[config.mk]
export PLATFORM = sky130hd
export DESIGN_NAME = gpio_port_tmr
export DESIGN_NICKNAME = d
export VERILOG_FILES = /design/src/rtl/gpio_pkg.sv /design/src/rtl/gpio_sync.sv /design/src/rtl/gpio_regs.sv /design/src/rtl/gpio_pinmux.sv /design/src/rtl/gpio_port_tmr.sv
export SDC_FILE = /design/constraint.sdc
export NUM_CORES = 1
export LEC_CHECK = 0
export ABC_AREA = 1
export ABC_CLOCK_PERIOD_IN_PS = 1500
export BUFFER_PORTS_ARGS = -buffer_cell sky130_fd_sc_hd__buf_2
export CAP_MARGIN = 5
export CORE_MARGIN = 2
export CORE_UTILIZATION = 30
export CTS_CLUSTER_DIAMETER = 120
export CTS_CLUSTER_SIZE = 28
export DETAILED_ROUTE_END_ITERATION = 7
export HOLD_SLACK_MARGIN = 0.15
export PLACE_DENSITY = 0.61
export SLEW_MARGIN = 0
export SYNTH_ARGS = -nofsm -noshare
export SYNTH_HDL_FRONTEND = slang
export SYNTH_SLANG_ARGS = --single-unit
[constraint.sdc]
create_clock -name clk -period 1.5 [get_ports clk]
set_input_delay 0.3 -clock clk [delete_from_list [all_inputs] [get_ports clk]]
set_output_delay 0.3 -clock clk [all_outputs]
set_load 0.005 [all_outputs]
[src/rtl/gpio_pkg.sv]
package gpio_pkg;
    localparam int BYTE_W = 8;
    localparam int ELS_W  = 2;

    // a timer channel owns its pin whenever its select pair is nonzero
    function automatic logic chan_on(input logic [ELS_W-1:0] els);
        return |els;
    endfunction
endpackage

[src/rtl/gpio_sync.sv]
module gpio_sync #(
    parameter int W = 7
) (
    input  logic         clk,
    input  logic         rst_n,
    input  logic [W-1:0] async_i,
    output logic [W-1:0] sync_o
);
    typedef struct packed {
        logic [W-1:0] s1;
        logic [W-1:0] s2;
    } sync_t;

    sync_t st_d, st_q;

    always_comb begin
        st_d    = st_q;
        st_d.s1 = async_i;
        st_d.s2 = st_q.s1;
    end

    always_ff @(posedge clk or negedge rst_n) begin
        if (!rst_n) st_q <= '0;
        else        st_q <= st_d;
    end

    assign sync_o = st_q.s2;
endmodule

[src/rtl/gpio_regs.sv]
module gpio_regs
    import gpio_pkg::*;
#(
    parameter int          PORT_W    = 7,
    parameter int          ADDR_W    = 4,
    parameter logic [3:0]  DATA_ADDR = 4'h5,
    parameter logic [3:0]  DIR_ADDR  = 4'h9
) (
    input  logic              clk,
    input  logic              rst_n,
    input  logic [ADDR_W-1:0] bus_addr,
    input  logic              bus_wr,
    input  logic [BYTE_W-1:0] bus_wdata,
    output logic [PORT_W-1:0] lat_o,
    output logic [PORT_W-1:0] dir_o
);
    typedef struct packed {
        logic [PORT_W-1:0] lat;
        logic [PORT_W-1:0] dir;
    } regs_t;

    regs_t rg_d, rg_q;

    logic hit_data, hit_dir;
    assign hit_data = bus_wr && (bus_addr == ADDR_W'(DATA_ADDR));
    assign hit_dir  = bus_wr && (bus_addr == ADDR_W'(DIR_ADDR));

    always_comb begin
        rg_d = rg_q;
        if (hit_data) rg_d.lat = bus_wdata[PORT_W-1:0];
        if (hit_dir)  rg_d.dir = bus_wdata[PORT_W-1:0];
    end

    always_ff @(posedge clk or negedge rst_n) begin
        if (!rst_n) rg_q <= '0;
        else        rg_q <= rg_d;
    end

    generate
        if (PORT_W < BYTE_W) begin : g_spare
            logic unused_wbits;
            assign unused_wbits = ^bus_wdata[BYTE_W-1:PORT_W];
        end
    endgenerate

    assign lat_o = rg_q.lat;
    assign dir_o = rg_q.dir;
endmodule

[src/rtl/gpio_pinmux.sv]
module gpio_pinmux
    import gpio_pkg::*;
#(
    parameter int                 PORT_W  = 7,
    parameter int                 NCH     = 2,
    parameter logic [NCH*8-1:0]   CH_PINS = {8'd5, 8'd4}
) (
    input  logic [PORT_W-1:0]    lat_i,
    input  logic [PORT_W-1:0]    dir_i,
    input  logic [PORT_W-1:0]    sync_i,
    input  logic [NCH*ELS_W-1:0] tmr_els,
    input  logic [NCH-1:0]       tmr_oc,
    input  logic [NCH-1:0]       tmr_oe,
    output logic [PORT_W-1:0]    pin_out,
    output logic [PORT_W-1:0]    pin_oe,
    output logic [PORT_W-1:0]    port_rd,
    output logic [NCH-1:0]       tmr_cap
);
    // driver selection: a channel with a nonzero select pair wins its pin
    always_comb begin
        pin_out = lat_i;
        pin_oe  = dir_i;
        for (int p = 0; p < PORT_W; p++) begin
            for (int c = 0; c < NCH; c++) begin
                if (CH_PINS[c*8 +: 8] == 8'(p) &&
                    chan_on(tmr_els[c*ELS_W +: ELS_W])) begin
                    pin_out[p] = tmr_oc[c];
                    pin_oe[p]  = tmr_oe[c];
                end
            end
        end
    end

    // read-back choice always follows the direction bits
    always_comb begin
        for (int p = 0; p < PORT_W; p++) begin
            port_rd[p] = dir_i[p] ? lat_i[p] : sync_i[p];
        end
    end

    genvar gc;
    generate
        for (gc = 0; gc < NCH; gc++) begin : g_cap
            assign tmr_cap[gc] = sync_i[CH_PINS[gc*8 +: 8]];
        end
    endgenerate
endmodule

[src/rtl/gpio_port_tmr.sv]
module gpio_port_tmr
    import gpio_pkg::*;
#(
    parameter int               PORT_W    = 7,
    parameter int               ADDR_W    = 4,
    parameter logic [3:0]       DATA_ADDR = 4'h5,
    parameter logic [3:0]       DIR_ADDR  = 4'h9,
    parameter int               NCH       = 2,
    parameter logic [NCH*8-1:0] CH_PINS   = {8'd5, 8'd4}
) (
    input  logic                 clk,
    input  logic                 rst_n,
    input  logic [ADDR_W-1:0]    bus_addr,
    input  logic                 bus_wr,
    input  logic [7:0]           bus_wdata,
    output logic [7:0]           bus_rdata,
    input  logic [PORT_W-1:0]    pin_in,
    output logic [PORT_W-1:0]    pin_out,
    output logic [PORT_W-1:0]    pin_oe,
    input  logic [NCH*ELS_W-1:0] tmr_els,
    input  logic [NCH-1:0]       tmr_oc,
    input  logic [NCH-1:0]       tmr_oe,
    output logic [NCH-1:0]       tmr_cap
);
    logic [PORT_W-1:0] lat_w, dir_w, sync_w, rd_w;

    gpio_regs #(
        .PORT_W(PORT_W), .ADDR_W(ADDR_W),
        .DATA_ADDR(DATA_ADDR), .DIR_ADDR(DIR_ADDR)
    ) u_regs (
        .clk(clk), .rst_n(rst_n), .bus_addr(bus_addr), .bus_wr(bus_wr),
        .bus_wdata(bus_wdata), .lat_o(lat_w), .dir_o(dir_w)
    );

    gpio_sync #(.W(PORT_W)) u_sync (
        .clk(clk), .rst_n(rst_n), .async_i(pin_in), .sync_o(sync_w)
    );

    gpio_pinmux #(.PORT_W(PORT_W), .NCH(NCH), .CH_PINS(CH_PINS)) u_mux (
        .lat_i(lat_w), .dir_i(dir_w), .sync_i(sync_w),
        .tmr_els(tmr_els), .tmr_oc(tmr_oc), .tmr_oe(tmr_oe),
        .pin_out(pin_out), .pin_oe(pin_oe), .port_rd(rd_w), .tmr_cap(tmr_cap)
    );

    always_comb begin
        bus_rdata = '0;
        if (bus_addr == ADDR_W'(DATA_ADDR))     bus_rdata[PORT_W-1:0] = rd_w;
        else if (bus_addr == ADDR_W'(DIR_ADDR)) bus_rdata[PORT_W-1:0] = dir_w;
    end
endmodule

Yosys cells after proc, flatten, opt, wreduce, memory -nomap -nowiden
Cells that the tools add are included.
{ "op_classes": {"n_eq_ne": 2, "div": 0, "n_reduce_logical": 4, "n_addsub": 0, "n_bitwise": 0, "multipliers": 0, "n_shift": 0, "muxes": 13, "n_lt_le_gt_ge": 0} }
{ "ops": {"columns": ["op", "n"], "rows": [
  ["7-bit 2-to-1 mux", 2],
  ["1-bit 2-to-1 mux", 11],
  ["4-bit by 3-bit equality test with 1-bit output, second input constant", 1],
  ["4-bit equality test, second input constant", 1],
  ["2-bit OR reduction", 2],
  ["1-bit logical AND", 2]
]} }
{ "word_totals": {"ramBits": 0, "latchBits": 0, "out_inout_bits": 24, "memories": 0, "ff_bits": 28, "rom_bits": 0} }

Longest topological paths before layout
Gate-level depths: netlist of the first run.
{ "depth": {"word_depth": 3, "depth_mapped": 6, "depth_no_buf": 5} }

Hierarchy
Synthesis of the first run repeated with hierarchy kept, for this count alone.
{ "unflattened": {"hier_cells": 160, "area_unflattened_um2": 1357.6} }
{ "modules_own_cells": {"columns": ["module", "cells_each", "n_inst", "area_per_inst_um2", "seq_area_each_um2"], "rows": [
  ["gpio_regs", 69, 1, 626.9, 350.3],
  ["gpio_sync", 14, 1, 350.3, 350.3],
  ["gpio_pinmux", 47, 1, 240.2, 0.0],
  ["gpio_port_tmr", 30, 1, 140.1, 0.0]
]} }

Least setup slack after synthesis of the first run
OpenSTA, ideal clock, no wires.
{ "synth_timing": {"kind": "input to output", "from": "input port bus_addr[1]", "to": "output port bus_rdata[0]", "t_arrival_ns": 0.798, "path_buffers": 1, "path_slack_ns": 0.402, "required_ns": 1.200, "stages": 6, "path_cell_list": "inv_2 > nand2_2 > nor2_4 > buf_6 > nand2_1 > nand2_1"} }
{ "synth_via": {"elab_chain_cells": 3, "elab_cells_between_ends": 4, "cone_classes": "2 x eq/ne; 2 x mux"} }
{ "synth_rtl": {"columns": ["element", "line", "rtl"], "rows": [
  ["start: declaration", "gpio_port_tmr.sv:13", "input logic [ADDR_W-1:0] bus_addr,"],
  ["4-bit equality test", "gpio_port_tmr.sv:48", "else if (bus_addr == ADDR_W'(DIR_ADDR)) bus_rdata[PORT_W-1:0] = dir_w;"],
  ["7-bit 2-to-1 mux", "gpio_port_tmr.sv:48", null],
  ["7-bit 2-to-1 mux *", "gpio_port_tmr.sv:47", "if (bus_addr == ADDR_W'(DATA_ADDR)) bus_rdata[PORT_W-1:0] = rd_w;"],
  ["end: declaration", "gpio_port_tmr.sv:16", "output logic [7:0] bus_rdata,"]
]} }
Mark *: on every way between the ends. The rest lies on a longest branch, timed or not.

Worst setup path after layout of the first run
{ "layout_timing": {"from": "register u_regs.rg_q, in the netlist u_regs.dir_o[2]", "to": "output port bus_rdata[2]"} }
{ "layout_via": {"elab_chain_cells": 2, "elab_cells_between_ends": 3, "cone_classes": "3 x mux"} }
{ "layout_rtl": {"columns": ["element", "line", "rtl"], "rows": [
  ["start: declaration", "gpio_regs.sv:22", "regs_t rg_d, rg_q;"],
  ["start signal: assignment", "gpio_regs.sv:36", "else rg_q <= rg_d;"],
  ["7-bit 2-to-1 mux or 1-bit 2-to-1 mux (tied branches)", "gpio_port_tmr.sv:48, gpio_pinmux.sv:37", null],
  ["7-bit 2-to-1 mux *", "gpio_port_tmr.sv:47", null]
]} }
Marked as above.

==> results.md, run 1 <==
* Number of synthesized register bits at 28
* Final hold slack at approximately 0.26 ns
* Leading area contributor after synthesis: dfrtp_1
* Clk pin slew, worst setup/hold paths at ~0.090 ns
* HPWL after DPL at ~2000 um
* Cell Pwr Density at ~1000 nW/um^2
* Final hold vios at 0
* Critical Path Fanout Max at 5
* Worst Hold Depth at 3
* Achievable Freq at 0.704 GHz
* Worst clock skew at roughly 0.00023 ns
* Worst slew margin at roughly three fifths
* Unique cell type count in the Yosys netlist at 14
* Post-Syn Nets at 188
* Final slew viol count at 0
* Die Wd at approximately 70 um
* Endpoints failing setup at 0
* CTS root buf: clkbuf_8
* First-pass GRT wire length at between 4000 and 5000 um
* RSZ-0062 raised after global routing: false
* DR WL/cell at approximately 10 um
* Tightest Hold Check Type: input port to flip-flop
* Total power at between 1500 and 2000 uW
* Synth warn at 0
* Max Cap Viol at 0
* Clock latency on the worst-skew pair at roughly 0.27 ns
* Post-CTS Resized at 0
* Global route overflow at 0
* CTS Sinks at 28
* DRC Markers at 0
* Top-area cell type share of the netlist area at 53.4%
* Initial antenna violation count at 0
* Status: complete, no violations
* Critical Path Slowest Stage Cell: dfrtp_1
* Cell family with most CP delay: flip-flops
* Min cycle time layout at between 1 and 1.5 ns
* Sequential fraction of the synthesis area at a little over half
* Max IR drop VDD at around 0.55 mV
* Total wire length at ~2700 um
* DR iter-0 viols at 36
* Most frequent cells in the layout: 64 x nand2_1, 51 x buf_2, 28 x dfrtp_1
* Critical Path AT at approximately 1.1 ns
* N_diodes at 0
* CTS tree: built
* Worst setup path class: flip-flop to primary output
* Clock H-tree levels at 1
* Layout cells sized above 1 at a little under a third
* CP required at 1.20 ns
* Lkg Pwr at between 0.0009 and 0.001 uW
* Post-layout util at between 30 and 40%
* Io pins at 54
* TNS Setup at 0 ns
* Largest net degree at the start of global routing at 29
* Cell row count at 24
* Synth-to-Final Area Change at 29.2%
* Initial Util at a little under a third
* Mapped Cells at approximately 160
* Worst path buffer plus inverter count at 1
* Placed instance area at 1560 um^2
* Avg Cell Area, Syn at 8.30 um^2
* GP Congestion at ~0.75
* Slew @ Worst Pin at 0.623 ns
* Most used cell, CP: nand2_1
* Commonest non-fill, non-tap cell in the layout: nand2_1
* Ranking of synthesized cells by area: dfrtp_1 53%, nand2_1 18%, buf_4 7.4%
* Count of input and output buffers at 51
* GRT Resource Usage Total at between 10% and 20%
* Drt pass-1 iters at 4
* Critical Path Stages at 4
* ANT nets after route at 0
* Worst-path cell chain: o21ai_0 -> nand2_1 -> nand2_1 -> buf_2
* Clock buffer depth at 2
* Vias in the first global route at 949
* Reg2Reg Setup Slack at roughly 0.83 ns
* Core box area at approximately 4300 um^2
* Part of the cycle the worst path needs at 94.7%
* Slowest Stage Delay on Critical Path at 0.43 ns
* Vias at between 1k and 1.5k
* Finished Cell Area at roughly 1700 um^2
* Vias/cell at between 4 and 5
* Startpoint Class: flip-flop
* R2r worst-path depth at 2
* Nets at 241
* Die H at ~70 um
* Total CTS buffers at 3
* Mapped cell area at roughly 1300 um^2
* Die ar. at ~5000 um^2
* CP Capture Type: primary output
==> through the flow <==
step	cells	worst slack, ns
6_report	262	0.0790
5_1_grt	262	0.00525
4_1_cts	262	0.0801
3_5_place_dp	250	0.103
3_3_place_gp	250	0.105
2_1_floorplan	158	0.402
==> flip-flops by register name, indices dropped and copies added (netlist names) <==
signal and flops:
u_sync.st_d 7, u_sync.sync_o 7, u_regs.dir_o 7, u_regs.lat_o 7
==> synthesized netlist by cell type <==
master,count
inv_1,10
buf_6,2
clkbuf_2,1
buf_2,1
dfrtp_1,28
buf_4,13
conb_1,1
nor2_4,2
nand2_2,3
nand2_1,64
inv_2,1
nand3_1,16
nor2_1,5
o21ai_0,11
==> timing repair <==
action	4_1_cts	5_1_grt
hold endpoints to repair	35	0
hold buffers	8	0
setup buffers	0	0
==> worst register-to-register path, delay by kind of cell, from the launching register on <==
| kind | cells | cell delay, ns |
|---|---|---|
| flip-flops | 1 | 0.43 |
| AND/OR/NAND/NOR | 2 | 0.13 |
==> power by group <==
part | switching (uW) | internal, uW | total (uW)
combinational | 149 | 150 | 300
clock | 232 | 235 | 468
sequential | 79.5 | 850 | 930
==> per-layer routing <==
metal / share of wire [%] / global-route usage (%)
met4: 1.8 / 5.77
met1: 45 / 16.0
met5: 0 / 0
met2: 45 / 18.0
met3: 7.3 / 2.60
==> area by class of cell <==
class,count,area (um^2)
clock buffers,4,55.1
fillers,442,2600
inverters,11,41.3
multi-input cells,102,439
flip-flops and latches,28,701
well taps,52,65.1
repair buffers,65,393
==> cell families after synthesis <==
family	synth area share, %
compound gates	4.20
buf+inv	13.1
flops	53.4
other cells	0.286
simple gates	29.0
==> worst paths after layout <==
path                                      start          endpoint
worst min register to register   u_sync.st_d[4]  u_sync.sync_o[4]
min in group asynchronous                 rst_n   u_regs.dir_o[2]
worst max register to register  u_regs.dir_o[2]   u_regs.dir_o[2]
worst min-delay path               bus_wdata[0]   u_regs.dir_o[0]
max in group asynchronous                 rst_n   u_regs.dir_o[5]
worst max-delay path            u_regs.dir_o[2]      bus_rdata[2]
Power figures use the tool's default switching activity.
==> run 2: changes to the inputs <==
- SYNTH_HIERARCHICAL: not set -> 1
==> run 2 against run 1 <==
Against the previous run:
- combinational power is 26% higher
- sequential power hardly changed
- flip-flop and latch count stayed put
- via count is 7.6% higher
- area after synthesis is 3.5% higher
- non-clock buffer count is 4 higher
- die area is 3.3% higher
- global-route usage is 0.37 points higher
- count of clock-buffer cells in the layout is 1 lower
- critical path type unchanged
- largest cell class unchanged
- largest power group unchanged
==> results.md, run 2 <==
* Placed Cells incl. Taps at 255 (+2.0%)
* Cell Pwr Density at 942 nW/um^2 (-5.9%)
* Met3 usage at 3.09% (+0.50 points)
* Vias in the first global route at 1042 (+9.8%)
* Global route overflow at 0 (unchanged)
* Vias at 1168 (+7.6%)
* Total wire length at 3040 um (+11%)
* Clock buffer depth at 2 (unchanged)
* Unique cell type count in the Yosys netlist at 15 (+1)
* Worst r2r src: u_regs/dir_o[5]
* First-pass GRT wire length at 4900 um (+9.1%)
* Finished Cell Area at 1790 um^2 (+5.9%)
* ANT nets after route at 0 (unchanged)
* Count of input and output buffers at 51 (unchanged)
* Cell family with most CP delay: flip-flops
* Final hold vios at 0 (unchanged)
* CTS tree: built
* Place WS at 0.153 ns (+0.0496 ns)
* Critical Path Fanout Max at 5 (unchanged)
* Top FF cell, synth: dfrtp_1
* Most frequent cells in the layout: 59 x nand2_1, 51 x buf_2, 28 x dfrtp_1
* Die ar. at 5080 um^2 (+3.3%)
* Final slew viol count at 0 (unchanged)
* Placed instance area at 1640 um^2 (+5.4%)
* R2r worst-path depth at 3 (+1)
* Nets at 250 (+3.7%)
* DR WL/cell at 11.3 um (+7.7%)
* Post-Syn Nets at 190 (+1.1%)
* TNS Setup at 0 ns (unchanged)
* Final hold slack at 0.250 ns (-0.0132 ns)
* Clock H-tree levels at 1 (unchanged)
* Critical Path AT at 1.12 ns (about the same)
* Cell row count at 24 (unchanged)
* DR iter-0 viols at 43 (+19%)
* Total CTS buffers at 3 (unchanged)
* Endpoints failing setup at 0 (unchanged)
* Tightest Hold Check Type: input port to flip-flop
* CTS root buf: clkbuf_8
* Top-area cell type share of the netlist area at 51.6% (-1.8 points)
* Sequential fraction of the synthesis area at 51.6% (-1.8 points)
* Die Wd at 71.3 um (+1.7%)
* Hold Startpoint: bus_wdata[6]
* Leading area contributor after synthesis: dfrtp_1
* Worst path buffer plus inverter count at 1 (unchanged)
* Post-synth top cells: 59 x nand2_1, 28 x dfrtp_1, 21 x nand3_1
* Non-Filler Instances at 270 (+3.1%)
* N_diodes at 0 (unchanged)
* GR Util met2 at 18.3% (+0.32 points)
* GP Congestion at 0.715 (-4.1%)
* Clock latency on the worst-skew pair at 0.26 ns (about the same)
* HPWL after DPL at 2250 um (+11%)
* Mapped Cells at 160 (+1.3%)
* Clk pin slew, worst setup/hold paths at 0.08 ns (about the same)
* Critical Path Slowest Stage Cell: dfrtp_1
* Max Cap Viol at 0 (unchanged)
* Startpoint Class: flip-flop
* Count leader, synth: nand2_1
* CP required at 1.20 ns (about the same)
* Max IR drop VDD at 0.316 mV (-42%)
* Largest net degree at the start of global routing at 16 (-45%)
* Most Crowded Layer GR: met2
* Core box area at 4350 um^2 (+1.4%)
* CP Capture Type: primary output
* Ranking of synthesized cells by area: dfrtp_1 52%, nand2_1 16%, buf_4 7.7%
* Slowest Stage Delay on Critical Path at 0.42 ns (about the same)
* Routing usage on met1 at 17.6% (+1.5 points)
* Achievable Freq at 0.705 GHz (+0.14%)
* Reg2Reg Setup Slack at 0.73 ns (-0.10 ns)
* CTS Sinks at 28 (unchanged)
* Number of synthesized register bits at 28 (unchanged)
* Ys async rst share at 100% (unchanged)
* Synth-to-Final Area Change at 32.2%
* Layout cells sized above 1 at 33.9% (+2.0 points)
* Vias/cell at 4.33 (+4.4%)
* Lkg Pwr at 0.00102 uW (+6.6%)
* FF-to-FF End: u_regs/dir_o[5]
* EDFF count, synth at 0 (unchanged)
* Mapped cell area at 1360 um^2 (+3.5%)
* Io pins at 54 (unchanged)
* Avg Cell Area, Syn at 8.48 um^2 (+2.2%)
* Min cycle time layout at 1.42 ns (-0.00201 ns)
* RSZ-0062 raised after global routing: true
* Number of filler instances in the final layout at 433 (-2.0%)
* Worst Hold Depth at 3 (unchanged)
* Worst clock skew at 0.000296 ns (+0.0000702 ns)
* Commonest non-fill, non-tap cell in the layout: nand2_1
* Final worst slack at 0.0810 ns (+0.00201 ns)
* Status: complete, no violations
* Part of the cycle the worst path needs at 94.6% (-0.13 points)
* Synth warn at 6 (+6)
* Drt pass-1 iters at 4 (unchanged)
* Initial Util at 31.2% (+0.64 points)
* Worst-path cell chain: o21ai_0 -> nand3_1 -> nand2_1 -> buf_2
* DRC Markers at 0 (unchanged)
* Worst setup path class: flip-flop to primary output
* Die H at 71.3 um (+1.7%)
* Hold Path End: u_regs/dir_o[6]
* Initial antenna violation count at 0 (unchanged)
* GRT Resource Usage Total at 12.2% (+0.37 points)
## run 2: changes by cell type in the layout (fill, tap and decap cells not counted), moves of 2 or more
| cell | change |
|---|---|
| o21ai_1 | +4 |
| o21ai_0 | -4 |
| nand2_1 | -5 |
| nor2_1 | -3 |
| inv_1 | +4 |
| buf_4 | +3 |
| nand3_1 | +5 |
| nand2_2 | -2 |
| nor2_2 | +3 |
## run 2: final cells by class
type | count | area (um^2) | area share, %
multi-input combinational | 104 | 499 | 27.8
inverter | 14 | 52.6 | 2.93
timing repair buffer | 69 | 435 | 24.3
tap | 52 | 65.1 | 3.63
sequential | 28 | 701 | 39.1
clock buffer | 3 | 41.3 | 2.30
## run 2: power breakdown
part           leakage (uW)  total, uW  internal [uW]  switching (uW)
Combinational      0.000655        378            193             185
Sequential         0.000341        930            850            79.8
Clock             0.0000216        383            179             203
## run 2: routing by layer
metal  part of all wire (%)  wire [um]
met1                     48       1450
met5                      0          0
met2                     44       1330
met3                    8.0        244
met4                   0.46         14
## run 2: worst max-delay path by stage
stage	from	end	slack, ns	cells after the start
floorplan	bus_addr[0]	bus_rdata[0]	0.42	5
global route	u_regs/dir_o[3]	bus_rdata[3]	-0.007	4
global placement	bus_addr[3]	bus_rdata[5]	0.16	6
detailed placement	bus_addr[3]	bus_rdata[1]	0.15	7
finish	u_regs/dir_o[1]	bus_rdata[1]	0.08	4
CTS	u_regs/dir_o[5]	bus_rdata[5]	0.02	4
## run 2: cell families (layout without fill, tap and decap cells)
kind of cell | after synthesis | in the layout | synth area share [%]
other cells | 1 | 1 | 0.276
buf+inv | 28 | 86 | 11.6
simple gates | 92 | 92 | 32.4
compound gates | 11 | 11 | 4.06
flops | 28 | 28 | 51.6
## run 2: timing repair
| action | in CTS | in global routing |
|---|---|---|
| hold buffers | 8 | 0 |
| hold endpoints to repair | 20 | 0 |
| endpoints found under the setup margin | 0 | 6 |
| buffers inserted | 0 | 4 |
| gates resized for setup | 0 | 4 |
## run 2: worst min-delay path, stage by stage
cell,delay (ns)
buf_2,0.09
nand2_1,0.05
nand2_1,0.05
## run 2: per-stage QoR
| step | total power, uW | utilization [%] |
|---|---|---|
| floorplan | 1160 | - |
| global placement | 1270 | 37.7 |
| detailed placement | 1280 | 37.7 |
| CTS | 1690 | 40.5 |
| global route | 1810 | 41.2 |
| finish | 1690 | 41.2 |
==> run 3: changes to the inputs <==
- ABC_CLOCK_PERIOD_IN_PS: 1500 -> not set
- CORE_UTILIZATION: 30 -> 45
- GPL_TIMING_DRIVEN: not set -> 0
- PLACE_DENSITY: 0.61 -> 0.82
==> run 3 against run 2 <==
Against the previous run:
- routed wire length up 3.0%
- non-clock buffer count grew 15
- fmax is 5.6% lower
- first-iteration DRC count down 44%
- largest power group unchanged
- clock skew about the same
- hold slack worse by 0.072 ns
- the run now ends with design-rule violations, negative setup slack left
==> results.md, run 3 (same netlist as run 2, synthesis figures left out) <==
* Total wire length at 3130 um (+3.0%)
* Die Wd at 58.9 um (-17%)
* Endpoints failing setup at 1 (+1)
* Vias at 1278 (+9.4%)
* RSZ-0062 raised after global routing: true
* Place WS at -0.0586 ns (-0.211 ns)
* Tightest Hold Check Type: input port to flip-flop
* Worst setup path class: flip-flop to primary output
* DR WL/cell at 11.8 um (+4.9%)
* Min cycle time layout at 1.50 ns (+0.0834 ns)
* Synth-to-Final Area Change at 37.6%
* CTS Sinks at 28 (unchanged)
* Count of input and output buffers at 51 (unchanged)
* Startpoint Class: flip-flop
* Initial antenna violation count at 0 (unchanged)
* Clock H-tree levels at 1 (unchanged)
* CP Capture Type: primary output
* Achievable Freq at 0.666 GHz (-5.6%)
* Final hold slack at 0.178 ns (-0.0720 ns)
* Commonest non-fill, non-tap cell in the layout: nand2_1
* Clock buffer depth at 2 (unchanged)
* Area occupied by multi-input gates at 513 um^2 (+2.8%)
* Critical Path Stages at 5 (+1)
* Placed instance area at 1650 um^2 (+0.53%)
* Finished Cell Area at 1870 um^2 (+4.1%)
* Total CTS buffers at 3 (unchanged)
* Critical Path AT at 1.20 ns (+0.08 ns)
* Worst slew margin at 59.1%
* Met1 WL at 1210 um (-16%)
* Final hold vios at 0 (unchanged)
* Final worst slack at -0.00238 ns (-0.0834 ns)
* Clk pin slew, worst setup/hold paths at 0.15 ns (+0.07 ns)
* Top Layer Used: met4
* Cell Pwr Density at 970 nW/um^2 (+3.0%)
* Vias in the first global route at 1092 (+4.8%)
* Core box area at 2810 um^2 (-36%)
* Max IR drop VDD at 0.657 mV (+110%)
* Initial Util at 48.4% (+17 points)
* Max Cap Viol at 0 (unchanged)
* CP required at 1.20 ns (about the same)
* Slew @ Worst Pin at roughly 0.61 ns
* Worst path buffer plus inverter count at 1 (unchanged)
* Nets at 265 (+6.0%)
* Worst-path cell chain: nand2_1 -> o21ai_2 -> nand3_1 -> nand2_1 -> buf_2
* CTS root buf: clkbuf_4
* DRC Markers at 5 (+5)
* Post-layout util at 66.6% (+25 points)
* Violated checks: design-rule violations, negative setup slack
* Drt pass-1 iters at 6 (+2)
* CTS tree: built
* GRT Resource Usage Total at 18.3% (+6.1 points)
* Die ar. at 3470 um^2 (-32%)
* Most used cell, CP: nand2_1
* Global route overflow at 0 (unchanged)
* Clock latency on the worst-skew pair at 0.32 ns (+0.06 ns)
* Largest net degree at the start of global routing at 29 (+13)
* Final slew viol count at 0 (unchanged)
* HPWL after DPL at 2000 um (-11%)
* Cell row count at 19 (-21%)
* Register area at 701 um^2 (unchanged)
* ANT nets after route at 0 (unchanged)
* Part of the cycle the worst path needs at 100% (+5.6 points)
* N_diodes at 0 (unchanged)
* Met3 routed WL at 258 um (+5.7%)
* Worst clock skew at 0.000196 ns (-0.000101 ns)
* GP Congestion at 0.739 (+3.3%)
* Layout cells sized above 1 at 39.7% (+5.8 points)
* Io pins at 54 (unchanged)
* Worst Hold Depth at 3 (unchanged)
* First-pass GRT wire length at 4720 um (-3.7%)
* Total power at 1810 uW (+7.2%)
* Critical Path Fanout Max at 4 (-1)
* Cell family with most CP delay: flip-flops
* Critical Path Slowest Stage Cell: dfrtp_1
* Status: complete, but fails checks
* WL met2 at 1620 um (+22%)
* Slowest Stage Delay on Critical Path at 0.43 ns (about the same)
* Lkg Pwr at 0.00109 uW (+7.0%)
* Number of filler instances in the final layout at 231 (-47%)
* Vias/cell at 4.82 (+11%)
* R2r worst-path depth at 4 (+1)
* Most frequent cells in the layout: 59 x nand2_1, 51 x buf_2, 28 x dfrtp_1
* Die H at 58.9 um (-17%)
* DR iter-0 viols at 24 (-44%)
run 3: cell types whose count changed in the layout (fill, tap and decap cells not counted), sizes merged:
cell and delta:
buf +15, clkbuf +1
run 3: power by group:
part / switching, uW / internal, uW / leakage [uW] / total [uW]
sequential: 75.3 / 850 / 0.000341 / 925
combinational: 224 / 298 / 0.000727 / 522
clock: 217 / 148 / 0.0000210 / 366
run 3: worst reg2reg max path, cell delays in order, from the launching register on:
cell and delay [ns]:
dfrtp_1 0.43, buf_4 0.14, buf_4 0.12, nand2_1 0.05
nand2_1 0.04
run 3: worst paths after layout:
path / start / end / slack (ns)
worst min-delay path: bus_wdata[2] / u_regs/dir_o[2] / 0.18
max in group asynchronous: rst_n / u_regs/lat_o[1] / 0.60
worst max register to register: u_regs/dir_o[0] / u_regs/dir_o[0] / 0.63
min in group asynchronous: rst_n / u_regs/lat_o[6] / 0.50
worst max-delay path: u_regs/dir_o[3] / bus_rdata[3] / -0.002
worst min register to register: u_sync/st_d[3] / u_sync/sync_o[3] / 0.37
run 3: repair_timing:
action | in CTS | in global routing
setup buffers | 9 | 2
hold buffers | 8 | 0
pin swaps | 0 | 17
endpoints found under the hold margin | 35 | 0
gates resized for setup | 6 | 6
setup endpoints to repair | 7 | 9
run 3: layout make-up:
class | count | share of cell area [%]
buffer | 14 | 5.63
clock buffer | 4 | 1.94
inverter | 14 | 2.81
multi-input combinational | 104 | 27.5
sequential | 28 | 37.5
tap | 31 | 2.08
timing repair buffer | 70 | 22.6
run 3: through the flow:
stage	std cells	setup TNS (ns)
after detailed placement	242	-0.212
after floorplan	160	0
final	265	-0.00238
after CTS	263	0
after global routing	265	-0.423
after global placement	242	-0.0958
run 3: layer usage:
metal / track usage (%) / vias to the layer above
li1: - / 637
met1: 21.9 / 576
met4: 4.87 / 0
met5: 0 / -
met2: 33.8 / 61
met3: 2.86 / 4
